### src/rtl/oscReadyPkg.sv
package oscReadyPkg;
  // Strobes from the mode controller to the warm-up datapath
  typedef struct packed {
    logic off;      // amplifier disabled: clear everything
    logic quiet;    // quiet operation next cycle: ready at once
    logic restart;  // leaving quiet operation: restart warm-up
    logic step;     // one warm-up tick
  } warmCtl_t;
endpackage

### src/rtl/oscWarmDp.sv
module oscWarmDp
  import oscReadyPkg::*;
#(
  parameter int WARM_TICKS = 8192
) (
  input  logic     clk,
  input  logic     rstN,
  input  warmCtl_t ctl,
  output logic     readyQ
);
  localparam int CW = (WARM_TICKS < 2) ? 1 : $clog2(WARM_TICKS);
  localparam logic [CW-1:0] LAST = CW'(WARM_TICKS - 1);

  logic [CW-1:0] cnt;

  always_ff @(posedge clk or negedge rstN) begin
    if (!rstN) begin
      cnt    <= '0;
      readyQ <= 1'b0;
    end else if (ctl.off) begin
      cnt    <= '0;
      readyQ <= 1'b0;
    end else if (ctl.quiet) begin
      cnt    <= '0;
      readyQ <= 1'b1;
    end else if (ctl.restart) begin
      cnt    <= '0;
      readyQ <= 1'b0;
    end else if (ctl.step && !readyQ) begin
      if (cnt == LAST) begin
        cnt    <= '0;
        readyQ <= 1'b1;
      end else begin
        cnt <= cnt + 1'b1;
      end
    end
  end
endmodule

### src/rtl/oscModeCtrl.sv
module oscModeCtrl
  import oscReadyPkg::*;
(
  input  logic       clk,
  input  logic       rstN,
  input  logic       tick,
  input  logic       oscOff,
  input  logic [1:0] modeSel,
  input  logic       stopReq,
  input  logic       fllOk,
  input  logic       readyQ,
  output warmCtl_t   ctl,
  output logic       quietQ,
  output logic       holdQ
);
  logic enabled;
  logic quietNext;
  logic waitReady;
  logic release_;

  always_comb begin
    enabled   = !oscOff;
    quietNext = enabled && ((modeSel == 2'b01) || (modeSel[1] && stopReq));
    waitReady = enabled && (modeSel == 2'b10);
    release_  = waitReady ? (readyQ && !quietQ) : fllOk;
    ctl.off     = oscOff;
    ctl.quiet   = quietNext;
    ctl.restart = quietQ && !quietNext;
    ctl.step    = tick;
  end

  always_ff @(posedge clk or negedge rstN) begin
    if (!rstN) begin
      quietQ <= 1'b0;
      holdQ  <= 1'b0;
    end else begin
      quietQ <= quietNext;
      holdQ  <= stopReq || (holdQ && !release_);
    end
  end
endmodule

### src/rtl/oscReadyCtl.sv
module oscReadyCtl
  import oscReadyPkg::*;
#(
  parameter int WARM_TICKS = 8192
) (
  input  logic       clk,
  input  logic       rstN,
  input  logic       tick,
  input  logic       oscOff,
  input  logic [1:0] modeSel,
  input  logic       stopReq,
  input  logic       fllOk,
  output logic       oscReady,
  output logic       quietMode,
  output logic       cpuHold
);
  warmCtl_t ctl;
  logic     readyQ;
  logic     quietQ;
  logic     holdQ;

  oscModeCtrl u_ctrl (
    .clk     (clk),
    .rstN    (rstN),
    .tick    (tick),
    .oscOff  (oscOff),
    .modeSel (modeSel),
    .stopReq (stopReq),
    .fllOk   (fllOk),
    .readyQ  (readyQ),
    .ctl     (ctl),
    .quietQ  (quietQ),
    .holdQ   (holdQ)
  );

  oscWarmDp #(.WARM_TICKS(WARM_TICKS)) u_dp (
    .clk    (clk),
    .rstN   (rstN),
    .ctl    (ctl),
    .readyQ (readyQ)
  );

  assign oscReady  = readyQ;
  assign quietMode = quietQ;
  assign cpuHold   = holdQ;
endmodule

### config.mk
export PLATFORM = sky130hd
export DESIGN_NAME = oscReadyCtl
export DESIGN_NICKNAME = d
export VERILOG_FILES = /design/src/rtl/oscReadyPkg.sv /design/src/rtl/oscWarmDp.sv /design/src/rtl/oscModeCtrl.sv /design/src/rtl/oscReadyCtl.sv
export SDC_FILE = /design/constraint.sdc
export NUM_CORES = 1
export LEC_CHECK = 0
export ABC_AREA = 1
export BUFFER_PORTS_ARGS = -buffer_cell sky130_fd_sc_hd__buf_2
export CAP_MARGIN = 10
export CORE_ASPECT_RATIO = 0.8
export CORE_UTILIZATION = 54
export CTS_CLUSTER_DIAMETER = 50
export CTS_CLUSTER_SIZE = 10
export DETAILED_ROUTE_END_ITERATION = 8
export GPL_ROUTABILITY_DRIVEN = 0
export HOLD_SLACK_MARGIN = 0.02
export PLACE_DENSITY = 0.75
export SYNTH_ARGS = -nofsm -noshare
export SYNTH_HDL_FRONTEND = slang
export SYNTH_SLANG_ARGS = --single-unit
### constraint.sdc
create_clock -name clk -period 2.1 [get_ports clk]
set_input_delay 0.315 -clock clk [delete_from_list [all_inputs] [get_ports clk]]
set_output_delay 0.315 -clock clk [all_outputs]
set_load 0.005 [all_outputs]
==> run_results.csv <==
group,metric,value,unit
synth,synth_top_area_cell,"dfrtp_1",
placed_design,hpwl,1362,um
clock_network,path_clk_slew,0.09,ns
synth,yosysUniqueCellTypes,18,
synth,synth_edf_count,0,
critical_path,r2r_slack,0.58,ns
synth,synth_area,953.4,um2
critical_path,critPathMaxFanout,10,
synth,ys_seq_elements,16,
grt,antenna_found_initial,0,
synth,synth_warnings,0,
synth,ys_top_cells_by_count,"nand2_1 (41), inv_1 (23), nor2_1 (21), dfrtp_1 (16), nand3_1 (12)",
routing,wl_met3,83,um
sta,fmax,657.2,MHz
synth,ys_seq_area_share,41.99,%
grt,grt_pass1_wl,3111,um
grt,grtUsageTotal,22.21,%
critical_path,reg2regPathDepth,8,
clock_network,post_cts_buffers,0,
synth,postSynthAreaPerCell,7.010,um2
final_layout,layout.cells.non_filler,172,
floorplan,die_x,48.98,um
run_status,status,"finished clean",
final_layout,multiInputGateArea,455.4,um2
synth,synth_ff_type,"dfrtp_1",
floorplan,start_util,58.03,%
pwr,peakVddDrop,327.1,uV
routing,drt_iter0_markers,30,
sta,setup_viol,0,
clock_network,clockRootBuffer,"clkbuf_4",
sta,max-slew-margin-rel,75.59,%
routing,dr.pass1.iters,4,
grt,grt_pass1_vias,740,
clock_network,insertion_delay,0.28,ns
synth,synthCells,136,
critical_path,endpoint,"u_dp.readyQ",
sta,rsz0062_at_grt,"no",
floorplan,rows,13,
floorplan,die-area,1939,um2
critical_path,r2r_start,"u_dp.cnt[0]",
sta,final.setup.worst_slack,0.5783,ns
final_layout,antenna_cells,0,
placed_design,portBuffers,10,
clock_network,cts_made_buffers,3,
critical_path,rr_endpoint,"u_dp.readyQ",
pwr,p_leak,0.0005862,uW
synth,yosysTopAreaCellShare,41.99,%
pwr,power.density,548.9,nW/um2
sta,worstMarginPinSlew,0.3647,ns
sta,hold_violations,0,
routing,ant_nets,0,
synth,synth_area_leaders,"dfrtp_1 (42%), nand2_1 (16%), inv_1 (9.1%), nor2_1 (8.3%), nand3_1 (6.3%)",
floorplan,die_h,39.58,um
routing,top_layer,"met4",
final_layout,nFillCells,147,
clock_network,clock_sinks,16,
routing,wl_per_cell,10.30,um
routing,wl_met1,893,um
final_layout,seq_area,400.4,um2
final_layout,stdcell_area,1066,um2
grt,grt_max_degree,17,
final_layout,drive_gt1_share,14.67,%
synth,syn_nets,145,
synth,synthArstFlopShare,100.0,%
critical_path,worst_ep_arrival_time,1.69,ns
critical_path,crit_type,"reg -> reg",
floorplan,design.core.area,1643,um2
placed_design,placed_cell_area,1020,um2
grt,gr-total-overflow,0,
sta,tns,0,ns
critical_path,critPathLaunchType,"flip-flop",
sta,min_period,1.522,ns
placed_design,dp.cells,167,
routing,viasPerCell,4.837,
clock_network,h-tree-depth,1,
critical_path,crit_required,2.27,ns
critical_path,crit_start,"u_dp.cnt[0]",
pwr,power,585.1,uW
routing,num_vias,832,
placed_design,place_ws,0.5854,ns
routing,wl,1772,um
routing,drc,0,
sta,timing.final.crit_share,72.46,%
final_layout,fin_nets,160,
routing,wl_met2,764,um
clock_network,cts_tree,"yes",
sta,fin_skew,0.004369,ns
final_layout,syn2layout_area_growth,11.81,%
sta,drv_slew,0,
clock_network,clock_path_buffers,2,
clock_network,cts_resized,0,
job,maxCapViolCount,0,
floorplan,ios,11,
clock_network,cts_hold_buf,1,
synth,synth.most_common_cell,"nand2_1",
critical_path,cp-end-kind,"flip-flop",
worst_hold_path,hp-class,"in -> reg",
[state kept, by name, summed over array words and instances, names as in the netlist]
register	count
u_dp.readyQ	1
u_ctrl.holdQ	1
u_ctrl.quietQ	1
u_dp.cnt	13
[final cells by class]
| class | count | share of cell area, % |
|---|---|---|
| Multi-Input combinational cell | 96 | 42.72 |
| Timing Repair Buffer | 11 | 5.634 |
| Sequential cell | 16 | 37.56 |
| Clock buffer | 4 | 3.404 |
| Tap cell | 22 | 2.582 |
| Inverter | 23 | 8.099 |
[worst min-delay path by stage]
stage / cells past startpoint / to / slack, ns / start
after floorplan: 0 / u_ctrl.holdQ / 0.02 / rstN
after global placement: 1 / u_dp.cnt[2] / 0.24 / rstN
after detailed placement: 1 / u_dp.cnt[2] / 0.25 / rstN
after CTS: 3 / u_ctrl.holdQ / 0.26 / stopReq
after global routing: 3 / u_ctrl.holdQ / 0.28 / stopReq
final: 3 / u_ctrl.holdQ / 0.26 / stopReq
[metrics by stage]
stage	util (%)	hold slack (ns)
after floorplan	-	0.01941
after global placement	62.07	0.2378
after detailed placement	62.07	0.2482
after CTS	64.89	0.2554
after global routing	64.89	0.2771
final	64.89	0.2625
[placed cells by master (no fill, tap or decap)]
master         Yosys  final
o21bai_1           1      1
clkbuf_8           0      1
inv_1             23     23
nand2_2            2      2
nand2_1           41     41
nand2_4            1      1
clkbuf_4           0      3
dfrtp_1           16     16
nand4_1            3      3
o21ai_0            5      5
buf_2              0     10
ha_1               1      1
dlygate4sd3_1      0      1
nor3_2             1      1
nor3_1             2      2
xor2_1             1      1
nor2_4             1      1
nand3_1           12     12
nand3_2            3      3
nor2_1            21     21
a21oi_1            1      1
[worst max-delay path: stages, from the launching register on]
cell and delay [ns]:
dfrtp_1 0.40, ha_1 0.22, nand3_2 0.12, nor2_4 0.15, nand3_1 0.13, nand2_2 0.12, nand2_4 0.10, nand2_1 0.08
nand2_1 0.07
[metal layers]
layer	up-vias	track usage [%]
li1	449	-
met1	363	26.46
met2	16	35.76
met3	4	8.915
met4	0	10.29
met5	-	0
[report_power, final]
group,leakage [uW],switching [uW],total (uW),internal (uW)
Sequential,0.000217,6.87,322,315
Clock,0.0000210,92.0,197,105
Combinational,0.000348,43.3,65.6,22.3
[kinds of logic (layout without fill, tap and decap cells)]
family | count (synthesis) | in the layout | synth area share, %
AND/OR/NAND/NOR | 87 | 87 | 41.60
XOR/XNOR | 1 | 1 | 0.9188
adder cells (fa/ha/maj) | 1 | 1 | 1.312
buffers and inverters | 24 | 38 | 10.24
flip-flops | 16 | 16 | 41.99
AO/OA/AOI/OAI | 7 | 7 | 3.936
(Power assumes the default switching activity.)
